[config.mk]
export PLATFORM = sky130hd
export DESIGN_NAME = ep0_ctrl_seq
export DESIGN_NICKNAME = d
export VERILOG_FILES = /design/src/rtl/ep0_pkg.sv /design/src/rtl/ep0_csr.sv /design/src/rtl/ep0_phase_fsm.sv /design/src/rtl/ep0_ctrl_seq.sv
export SDC_FILE = /design/constraint.sdc
export NUM_CORES = 1
export LEC_CHECK = 0
export ABC_AREA = 1
export CORE_MARGIN = 2
export CORE_UTILIZATION = 35
export CTS_CLUSTER_SIZE = 12
export DETAILED_ROUTE_END_ITERATION = 7
export GPL_TIMING_DRIVEN = 1
export HOLD_SLACK_MARGIN = 0.05
export PLACE_DENSITY = 0.71
export SLEW_MARGIN = 25
export SYNTH_ARGS = -nofsm -noshare
export SYNTH_HDL_FRONTEND = slang
export SYNTH_SLANG_ARGS = --single-unit
[constraint.sdc]
create_clock -name clk -period 1.1 [get_ports clk]
set_clock_uncertainty 0.1 [all_clocks]
set_input_delay 0.22 -clock clk [delete_from_list [all_inputs] [get_ports clk]]
set_output_delay 0.22 -clock clk [all_outputs]
set_load 0.005 [all_outputs]
[src/rtl/ep0_pkg.sv]
// Package: shared encodings and bit positions for the endpoint-0 sequencer.
// Assumes an 8-bit control byte with four hardware flags in the low nibble.
package ep0_pkg;
    localparam int REG_W   = 8;
    localparam int FLAG_N  = 4;
    // control bit positions (firmware decodes these)
    localparam int B_DIR   = 7;
    localparam int B_DEND  = 6;
    localparam int B_FSTL  = 5;
    localparam int B_TXRDY = 4;
    // flag indices within the low nibble
    localparam int F_STALL = 3;
    localparam int F_SETUP = 2;
    localparam int F_OUT   = 1;
    localparam int F_TXC   = 0;

    typedef enum logic [1:0] {
        HS_NONE  = 2'd0,
        HS_ACK   = 2'd1,
        HS_NAK   = 2'd2,
        HS_STALL = 2'd3
    } hs_e;

    typedef enum logic [1:0] {
        PH_IDLE   = 2'd0,
        PH_DATA   = 2'd1,
        PH_STATUS = 2'd2
    } phase_e;
endpackage

[src/rtl/ep0_csr.sv]
// Module: control byte storage. Firmware loads the control nibble and
// clears flags by writing 0. Hardware set/clear strobes win over a
// same-cycle firmware write. Assumes a synchronous active-low reset.
module ep0_csr
    import ep0_pkg::*;
#(
    parameter int W  = REG_W,
    parameter int NF = FLAG_N
) (
    input  logic          clk,
    input  logic          rst_n,
    input  logic          fw_wr_en,
    input  logic [W-1:0]  fw_wdata,
    input  logic [NF-1:0] flag_set,
    input  logic          clr_fstall,
    input  logic          clr_txrdy,
    output logic [W-1:0]  rdata
);
    localparam int CW = W - NF;

    logic [CW-1:0] ctrl_q;
    logic [NF-1:0] flag_q;

    // control nibble: firmware load, then hardware clears take precedence
    always_ff @(posedge clk) begin
        if (!rst_n) begin
            ctrl_q <= '0;
        end else begin
            if (fw_wr_en)
                ctrl_q <= fw_wdata[W-1:NF];
            if (clr_fstall)
                ctrl_q[B_FSTL-NF] <= 1'b0;
            if (clr_txrdy)
                ctrl_q[B_TXRDY-NF] <= 1'b0;
        end
    end

    // one set-by-hardware / clear-by-firmware cell per flag
    for (genvar i = 0; i < NF; i++) begin : g_flag
        always_ff @(posedge clk) begin
            if (!rst_n)
                flag_q[i] <= 1'b0;
            else if (flag_set[i])
                flag_q[i] <= 1'b1;
            else if (fw_wr_en && !fw_wdata[i])
                flag_q[i] <= 1'b0;
        end
    end

    assign rdata = {ctrl_q, flag_q};
endmodule

[src/rtl/ep0_phase_fsm.sv]
// Module: transfer stage tracker and token responder. Decides each
// token's answer one cycle after the event and issues flag/clear strobes.
// Assumes at most one token event per cycle; SETUP has top priority.
module ep0_phase_fsm
    import ep0_pkg::*;
#(
    parameter int W  = REG_W,
    parameter int NF = FLAG_N
) (
    input  logic          clk,
    input  logic          rst_n,
    input  logic          iso_ep,
    input  logic          ev_setup,
    input  logic          ev_in_tok,
    input  logic          ev_out_data,
    input  logic          ev_host_ack,
    input  logic          ev_tx_done,
    input  logic [W-1:0]  csr,
    output logic [NF-1:0] flag_set,
    output logic          clr_fstall,
    output logic          clr_txrdy,
    output hs_e           rsp_code,
    output logic          tx_en,
    output logic          data_pid
);
    phase_e ph_q, ph_d;
    logic   tog_q, tog_d;
    logic   fly_q, fly_d;
    hs_e    code_d;
    logic   txe_d, pid_d;

    logic dir, dend, fstl, txrdy, out_pend, wr_status, taken;
    assign dir       = csr[B_DIR];
    assign dend      = csr[B_DEND];
    assign fstl      = csr[B_FSTL];
    assign txrdy     = csr[B_TXRDY];
    assign out_pend  = csr[F_OUT];
    assign wr_status = !dir && dend && (ph_q != PH_STATUS);
    assign taken     = fly_q && (iso_ep ? ev_tx_done : ev_host_ack);

    // next-state, answer and strobe decision for this cycle's event
    always_comb begin
        ph_d       = ph_q;
        tog_d      = tog_q;
        fly_d      = fly_q;
        code_d     = HS_NONE;
        txe_d      = 1'b0;
        pid_d      = 1'b0;
        flag_set   = '0;
        clr_fstall = 1'b0;
        clr_txrdy  = 1'b0;
        if (ev_setup) begin
            ph_d              = PH_DATA;
            tog_d             = 1'b1;
            fly_d             = 1'b0;
            code_d            = HS_ACK;
            flag_set[F_SETUP] = 1'b1;
            clr_fstall        = 1'b1;
        end else if (ev_in_tok) begin
            if (fstl) begin
                code_d            = HS_STALL;
                flag_set[F_STALL] = 1'b1;
            end else if (ph_q == PH_STATUS || !txrdy) begin
                code_d = HS_NAK;
            end else begin
                txe_d = 1'b1;
                pid_d = wr_status ? 1'b1 : tog_q;
                fly_d = 1'b1;
            end
        end else if (ev_out_data) begin
            if (fstl) begin
                code_d            = HS_STALL;
                flag_set[F_STALL] = 1'b1;
            end else if (out_pend) begin
                code_d = HS_NAK;
            end else begin
                code_d          = HS_ACK;
                flag_set[F_OUT] = 1'b1;
                if (ph_q == PH_STATUS)
                    ph_d = PH_IDLE;
            end
        end else if (taken) begin
            fly_d           = 1'b0;
            clr_txrdy       = 1'b1;
            flag_set[F_TXC] = 1'b1;
            tog_d           = !tog_q;
            if (dend)
                ph_d = dir ? PH_STATUS : PH_IDLE;
        end
    end

    // register stage state and the one-cycle answer
    always_ff @(posedge clk) begin
        if (!rst_n) begin
            ph_q     <= PH_IDLE;
            tog_q    <= 1'b1;
            fly_q    <= 1'b0;
            rsp_code <= HS_NONE;
            tx_en    <= 1'b0;
            data_pid <= 1'b0;
        end else begin
            ph_q     <= ph_d;
            tog_q    <= tog_d;
            fly_q    <= fly_d;
            rsp_code <= code_d;
            tx_en    <= txe_d;
            data_pid <= pid_d;
        end
    end
endmodule

[src/rtl/ep0_ctrl_seq.sv]
// Module: top of the endpoint-0 control handshake sequencer. Joins the
// control byte storage with the stage tracker and forms the interrupt.
// Assumes one-cycle event pulses and a synchronous active-low reset.
module ep0_ctrl_seq
    import ep0_pkg::*;
(
    input  logic       clk,
    input  logic       rst_n,
    input  logic       iso_ep,
    input  logic       ev_setup,
    input  logic       ev_in_tok,
    input  logic       ev_out_data,
    input  logic       ev_host_ack,
    input  logic       ev_tx_done,
    input  logic       fw_wr_en,
    input  logic [7:0] fw_wdata,
    output logic [7:0] reg_rdata,
    output logic [1:0] rsp_code,
    output logic       tx_en,
    output logic       data_pid,
    output logic       irq
);
    logic [FLAG_N-1:0] flag_set;
    logic              clr_fstall, clr_txrdy;
    hs_e               code;

    ep0_csr #(.W(REG_W), .NF(FLAG_N)) u_csr (
        .clk        (clk),
        .rst_n      (rst_n),
        .fw_wr_en   (fw_wr_en),
        .fw_wdata   (fw_wdata),
        .flag_set   (flag_set),
        .clr_fstall (clr_fstall),
        .clr_txrdy  (clr_txrdy),
        .rdata      (reg_rdata)
    );

    ep0_phase_fsm #(.W(REG_W), .NF(FLAG_N)) u_fsm (
        .clk         (clk),
        .rst_n       (rst_n),
        .iso_ep      (iso_ep),
        .ev_setup    (ev_setup),
        .ev_in_tok   (ev_in_tok),
        .ev_out_data (ev_out_data),
        .ev_host_ack (ev_host_ack),
        .ev_tx_done  (ev_tx_done),
        .csr         (reg_rdata),
        .flag_set    (flag_set),
        .clr_fstall  (clr_fstall),
        .clr_txrdy   (clr_txrdy),
        .rsp_code    (code),
        .tx_en       (tx_en),
        .data_pid    (data_pid)
    );

    // interrupt: any hardware flag pending
    assign irq      = |reg_rdata[FLAG_N-1:0];
    assign rsp_code = code;
endmodule

-- Yosys cells after proc, flatten, opt, wreduce, memory -nomap -nowiden
Cells that the tools add are included.
- register bits: 16
- bits of input ports: 17
- output and inout port bits: 13
- logic and storage cells: 110
- equality and inequality tests: 12
- mux-type cells: 46
- bitwise gates (word level): 3
- reductions and logical operators: 34
- operator list (kind ; number):
    1-bit 2-to-1 mux ; 31
    2-bit 2-to-1 mux ; 15
    2-bit inequality test, second input constant ; 7
    2-bit nonzero test ; 7
    6-bit AND reduction ; 2
    4-bit OR reduction ; 2
    1-bit logical AND ; 7
    1-bit zero test ; 7
    3-bit inequality test, second input constant ; 2
    3-bit nonzero test ; 2
    2-bit OR reduction ; 3
    5-bit OR reduction ; 1
    4-bit AND reduction ; 1
    3-bit by 2-bit inequality test with 1-bit output, second input constant ; 1
    1-bit inverter ; 3
    3-bit AND reduction ; 1
    2-bit == test, second input constant ; 1
    2-bit by 1-bit inequality test with 1-bit output, second input constant ; 1
    1-bit logical OR ; 1

-- Longest topological paths before layout
Gate-level depths: netlist of the first run.
- depth in word-level cells: 7
- depth in mapped cells: 7
- mapped depth without buffers: 7

-- By module
From an unflattened synthesis of the first run, not the netlist that was laid out.
- cells, all modules: 110
- area, all modules: 755.7 sq um
- modules (own cells, without submodules) (module ; instances ; cells each ; area an instance (sq um) ; seq. area each (sq um)):
    ep0_phase_fsm ; 1 ; 62 ; 427.9 ; 160.2
    ep0_csr ; 1 ; 45 ; 316.6 ; 160.2
    ep0_ctrl_seq ; 1 ; 3 ; 11.3 ; 0.0

-- Least setup slack after synthesis of the first run
No wires, ideal clock.
- path kind: register -> output
- start: register u_csr.flag_q[1], in the netlist u_csr.rdata[1]
- end: output port irq
- arrival time: 853 ps
- required time: 780 ps
- setup slack: -73 ps
- stages on the path, launching flop included: 2
- buffers on the path: 0
- cells stage by stage: dfxtp_1 -> or4_1
- longest elaborated chain between the ends: 1
- ends and longest elaborated chain (item ; RTL line ; text):
    start: declaration ; ep0_csr.sv:22 ; logic [NF-1:0] flag_q;
    start signal: indexed assignment ; ep0_csr.sv:42 ; flag_q[i] <= 1'b0;
    start signal: indexed assignment ; ep0_csr.sv:44 ; flag_q[i] <= 1'b1;
    start signal: indexed assignment ; ep0_csr.sv:46 ; flag_q[i] <= 1'b0;
    4-bit OR reduction ; ep0_ctrl_seq.sv:57 ; assign irq = |reg_rdata[FLAG_N-1:0];
    end: declaration ; ep0_ctrl_seq.sv:21 ; output logic irq
Every way passes these cells.

-- Worst setup path in the final report of the first run
- start: register u_csr.flag_q[0], in the netlist u_csr.rdata[0]
- end: output port irq
The elaborated chain is that of the path after synthesis.

==> reports/qor.yml, run 1 <==
synthSimpleGateAreaFrac: 0.2665
drive_gt1_frac: 0.4789
hp-class: "input pin to flip-flop"
post-route-period-util: 1.444
period_needed_ns: 1.588
layout_commonest_cell: "buf_4"
syn_avg_cell_area_sq_um: 7.648
outcome: "finished, violations left"
cts_tree: "yes"
clock_path_buffers: 2
via_per_inst: 4.749
fin_nets: 160
critical_path.max_fanout: 2
hold_viol_final: 0
start_kind: "flip-flop"
regArea_sq_um: 331.6
diodes: 0
power.static_leakage_nw: 0.5686
synthXorXnorAreaFrac: 0
chipWidth_um: 48.10
slowest_delay_ns: 0.51
die_y_um: 48.10
ant_nets: 0
crit_family: "simple AND/OR/NAND/NOR gates"
fillers: 147
ys_seq_area_frac: 0.4706
multi_input_area_sq_um: 342.8
synth-seq-cells: 16
synth_compound_gate_area_share: 0.1857
netlist-cell-type-count: 20
tightest_slew_ns: 0.2264
finalPower_mw: 1.261
yosysWarningCount: 0
setup_viol: 5
rows: 15
synth_top_area_frac: 0.4706
synthesis.area_sq_um: 680.7
finalSetupTns_ns: -1.139
drv_slew: 0
grt_pass1_wl_mm: 2.794
num_vias: 793
crit_chain: "or4_1 > buf_2"
cp.arrival_ns: 1.27
grt_antenna_before_repair: 0
ioPinCount: 30
clkTransAtPathRegs_ns: 0.10
crit_path_end_kind: "primary output"
rsz0062_at_grt: "true"
cts_buffers: 3
syn2layout_area_growth_pct: 79.04
dr.pass1.iters: 7
htree_levels: 1
synth_fa_ha_area_frac: 0
worstPathRequired_ns: 0.78
numPortBuffers: 29
ir_drop_v: 0.001024
dieArea_sq_um: 2314
finalWirelength_mm: 1.981
synth_enable_flop_cells: 0
yosys.area.top_type: "dfxtp_1"
ys_async_sr_fraction: 0
globalplace.congestion: 0.9018
path_class: "flip-flop to primary output"
clock_latency_ns: 0.29
ys.flop_type: "dfxtp_1"
cp_num_buf_inv: 1
first_iter_violations: 13
final_cell_mix: "buf_4, clkdlybuf4s50_1"
wire_per_inst_um: 11.86
p_per_area_nw_per_um2: 1035
synth_top_family_by_area: "simple AND/OR/NAND/NOR gates"
grt_pass1_vias: 689
cts_root_buf: "clkbuf_4"
synth_area_leaders: "dfxtp_1, a21oi_1, nand2_1"
syn_inst: 89
crit_slowest_cell: "or4_1"
core_sq_um: 1783
muxShareOfSynthArea: 0
dp_hpwl_mm: 1.486
violations: "negative setup slack"
grt_max_degree: 11
start_util: 0.3818
timing.slew.headroom: 0.8489
grt_usage: 0.1777
drc_errors: 0
grt.overflow.total: 0
synth_nets: 106
post-route-worst-setup-slack_ns: -0.4879
max_freq_mhz: 629.8
maxCapViolCount: 0
cts_sinks: 16
[power breakdown]
group | total [mW] | switching, mW | internal, mW
clock network | 0.394 | 0.192 | 0.202
registers | 0.617 | 0.0122 | 0.605
logic | 0.250 | 0.110 | 0.140
[Yosys cell counts, drive strengths merged, types with 2 or more instances]
library cell	number
a21oi	11
dfxtp	16
inv	13
nand2	15
nor3	2
nor2	11
o21ai	10
nand3	5
[per-layer routing]
metal | up-vias | wire, um | track usage
li1 | 400 | - | -
met1 | 363 | 844 | 0.2109
met2 | 26 | 975 | 0.2907
met3 | 4 | 119 | 0.02963
met4 | 0 | 42 | 0.1243
met5 | - | 0 | 0
[flip-flops by register name, indices dropped and copies added (netlist names)]
register	count
u_fsm.fly_q	1
u_fsm.data_pid	1
u_fsm.ph_q	2
u_fsm.tx_en	1
u_fsm.tog_q	1
u_csr.rdata	4
u_fsm.rsp_code	2
u_csr.ctrl_q	4
[metrics by stage]
step / std cells / area (sq um) / worst slack, ns / util / hold slack (ns)
floorplan: 89 / 680.7 / -0.05123 / - / 0.2549
global placement: 160 / 1130 / -0.4635 / 0.6337 / 0.3472
detailed placement: 160 / 1130 / -0.4777 / 0.6337 / 0.3632
CTS: 165 / 1167 / -0.4835 / 0.6547 / 0.3818
global route: 167 / 1219 / -0.5199 / 0.6835 / 0.2002
finish: 167 / 1219 / -0.4879 / 0.6835 / 0.1843
[area by class of cell]
| type | count | share of cell area |
|---|---|---|
| Clock buffer | 4 | 0.02977 |
| Inverter | 14 | 0.04517 |
| Multi-Input combinational cell | 59 | 0.2813 |
| Sequential cell | 16 | 0.2721 |
| Tap cell | 25 | 0.02567 |
| Timing Repair Buffer | 49 | 0.3460 |
[worst register-to-register path, stage by stage (launching register included)]
cell	delay (ns)
dfxtp_2	0.35
inv_2	0.05
nor2_4	0.15
nand2_2	0.09
nand2_2	0.07
nand4_1	0.07
nand2_1	0.07
nor2_1	0.04
[kinds of logic (layout without fill, tap and decap cells)]
logic type | after synthesis | count (layout)
and+or+nand+nor | 35 | 35
AOI/OAI and AO/OA | 24 | 24
buffers and inverters | 14 | 67
DFF | 16 | 16
[repair_timing]
action	4_1_cts	5_1_grt
endpoints found under the setup margin	24	15
pin swaps	7	9
hold buffers	0	0
resized for setup	71	20
buffers inserted	1	5
hold endpoints to repair	0	0
[final timing paths]
kind / to / cells after the start / start / slack [ns]
max: irq / 2 / u_csr.rdata[0] / -0.49
min: u_fsm.tx_en / 3 / rst_n / 0.18
max reg2reg: u_fsm.ph_q[1] / 7 / u_fsm.ph_q[1] / 0
min reg2reg: u_fsm.tog_q / 1 / u_fsm.tog_q / 0.40
Power figures use the tool's default switching activity.
==> run 2: changes to the inputs <==
- CORE_UTILIZATION: 35 -> 36
- PLACE_DENSITY: 0.71 -> 0.73
==> reports/qor.yml, run 2 (synthesis results as in run 1) <==
p_sw_frac: 0.2610  # was 0.2492
drive_gt1_frac: 0.5000  # was 0.4789
critical_path.max_fanout: 2  # unchanged
grt_pass1_wl_mm: 3.180  # was 2.794 mm
grt_max_degree: 11  # unchanged
reg2reg_depth: 6  # was 7
cts_tree: "yes"  # unchanged
finalPower_mw: 1.282  # was 1.261 mW
setup_viol: 7  # was 5
rsz0062_at_grt: "true"  # unchanged
ir_drop_v: 0.0006779  # was 0.001024 V
grt.overflow.total: 0  # unchanged
via_per_inst: 4.917  # was 4.749
hp-class: "input pin to flip-flop"  # unchanged
power_frac_comb: 0.202  # was 0.198
cts_sinks: 16  # unchanged
ant_nets: 0  # unchanged
globalplace.congestion: 0.8056  # was 0.9018
power.static_leakage_nw: 0.5648  # was 0.5686 nW
die_y_um: 47.48  # was 48.10 um
diodes: 0  # unchanged
worstPathRequired_ns: 0.78  # about the same
clock_path_buffers: 2  # unchanged
clkTransAtPathRegs_ns: 0.10  # about the same
start_util: 0.3900  # was 0.3818
p_per_area_nw_per_um2: 1023  # was 1035 nW/um^2
dr.pass1.iters: 4  # was 7
num_vias: 831  # was 793
p_sw_uw: 334.6  # was 314.2 uW
core_sq_um: 1745  # was 1783 sq um
clock_latency_ns: 0.29  # about the same
cts_buffers: 3  # unchanged
numPortBuffers: 29  # unchanged
r2r_start: "u_csr.rdata[1]"  # was u_fsm.ph_q[1]
timing.slew.headroom: 0.8445  # was 0.8489
drv_slew: 0  # unchanged
hold_slack_ns: 0.3910  # was 0.1843 ns
violations: "negative setup slack"  # unchanged
outcome: "finished, violations left"  # unchanged
rrSetupSlack_ns: -0.07  # was 0 ns
ioPinCount: 30  # unchanged
final_cell_mix: "buf_4, clkdlybuf4s50_1, buf_6"  # was buf_4, clkdlybuf4s50_1
dieArea_sq_um: 2254  # was 2314 sq um
grt_usage: 0.2086  # was 0.1777
layout_commonest_cell: "buf_4"  # unchanged
crit_path_end_kind: "primary output"  # unchanged
r2r_end: "u_fsm.ph_q[1]"  # unchanged
hold_viol_final: 0  # unchanged
endpoint: "irq"  # unchanged
seqPwrFrac: 0.483  # was 0.489
grt_pass1_vias: 761  # was 689
drc_errors: 0  # unchanged
clock_power_share: 0.316  # was 0.312
finalWirelength_mm: 2.252  # was 1.981 mm
tightest_slew_ns: 0.2330  # was 0.2264 ns
startpoint: "u_csr.rdata[0]"  # unchanged
start_kind: "flip-flop"  # unchanged
syn2layout_area_growth_pct: 84.19  # was 79.04%
post-route-period-util: 1.458  # was 1.444
path_class: "flip-flop to primary output"  # unchanged
internal-power_uw: 947.3  # was 946.6 uW
maxCapViolCount: 0  # unchanged
first_iter_violations: 33  # was 13
period_needed_ns: 1.604  # was 1.588 ns
finalSetupTns_ns: -1.515  # was -1.139 ns
cts_root_buf: "clkbuf_4"  # unchanged
chipWidth_um: 47.48  # was 48.10 um
post-route-worst-setup-slack_ns: -0.5041  # was -0.4879 ns
max_freq_mhz: 623.4  # was 629.8 MHz
wire_per_inst_um: 13.33  # was 11.86 um
fin_nets: 162  # was 160
htree_levels: 1  # unchanged
dp_hpwl_mm: 1.443  # was 1.486 mm
grt_antenna_before_repair: 0  # unchanged
cp.arrival_ns: 1.28  # was 1.27 ns
rows: 15  # unchanged
## run 2: changes by cell type in the layout (fill, tap and decap cells not counted), sizes merged
cell / before / now
buf: 32 / 34
clkdlybuf4s50: 10 / 12
dlymetal6s2s: 2 / 0
clkinv: 0 / 1
inv: 14 / 13
## run 2: how the worst min path moves through the flow
stage	from	end	slack [ns]	cells past startpoint
2_1_floorplan	fw_wdata[7]	u_csr.ctrl_q[3]	0.25	2
3_3_place_gp	u_fsm.tog_q	u_fsm.tog_q	0.35	1
3_5_place_dp	u_fsm.ph_q[1]	u_fsm.ph_q[1]	0.36	2
4_1_cts	ev_in_tok	u_fsm.tog_q	0.37	6
5_1_grt	ev_in_tok	u_fsm.tog_q	0.41	6
6_report	ev_in_tok	u_fsm.tog_q	0.39	6
## run 2: final cells by class
cell class | instances | area, sq um
Fill cell | 135 | 491.7
Timing Repair Buffer | 51 | 434.2
Multi-Input combinational cell | 59 | 366.6
Sequential cell | 16 | 331.6
Inverter | 14 | 53.80
Clock buffer | 4 | 36.28
Tap cell | 25 | 31.28
## run 2: metal layers
metal,vias to the layer above,track usage,wire [um]
met1,376,0.2419,874
met5,-,0,0
met2,40,0.3676,1171
li1,407,-,-
met3,8,0.03396,142
met4,0,0.1056,63
## run 2: per-stage QoR
stage / cell area, sq um / utilization / std cells / setup WS [ns]
global placement: 1130 / 0.6473 / 160 / -0.4624
floorplan: 680.7 / - / 89 / -0.05123
finish: 1254 / 0.7183 / 169 / -0.5041
CTS: 1177 / 0.6746 / 166 / -0.4934
detailed placement: 1130 / 0.6473 / 160 / -0.4952
global route: 1254 / 0.7183 / 169 / -0.5391
## run 2: power groups by stage
stage / sequential [mW] / combinational (mW) / clock [mW]
after floorplan: 0.632 / 0.0732 / 0
after global placement: 0.626 / 0.241 / 0
after detailed placement: 0.628 / 0.244 / 0
after CTS: 0.617 / 0.235 / 0.391
after global routing: 0.621 / 0.280 / 0.440
final: 0.619 / 0.258 / 0.404
## run 2: timing repair
item                                   in CTS  in global routing
endpoints found under the hold margin       0                  0
gates resized for setup                    74                 21
setup endpoints to repair                  24                 13
hold buffers                                0                  0
setup buffers                               2                  4
pin swaps                                   6                  9
## run 2: worst max-delay path: stages, from the launching register on
cell and delay, ns:
dfxtp_2 0.34, or4_1 0.51, buf_2 0.15
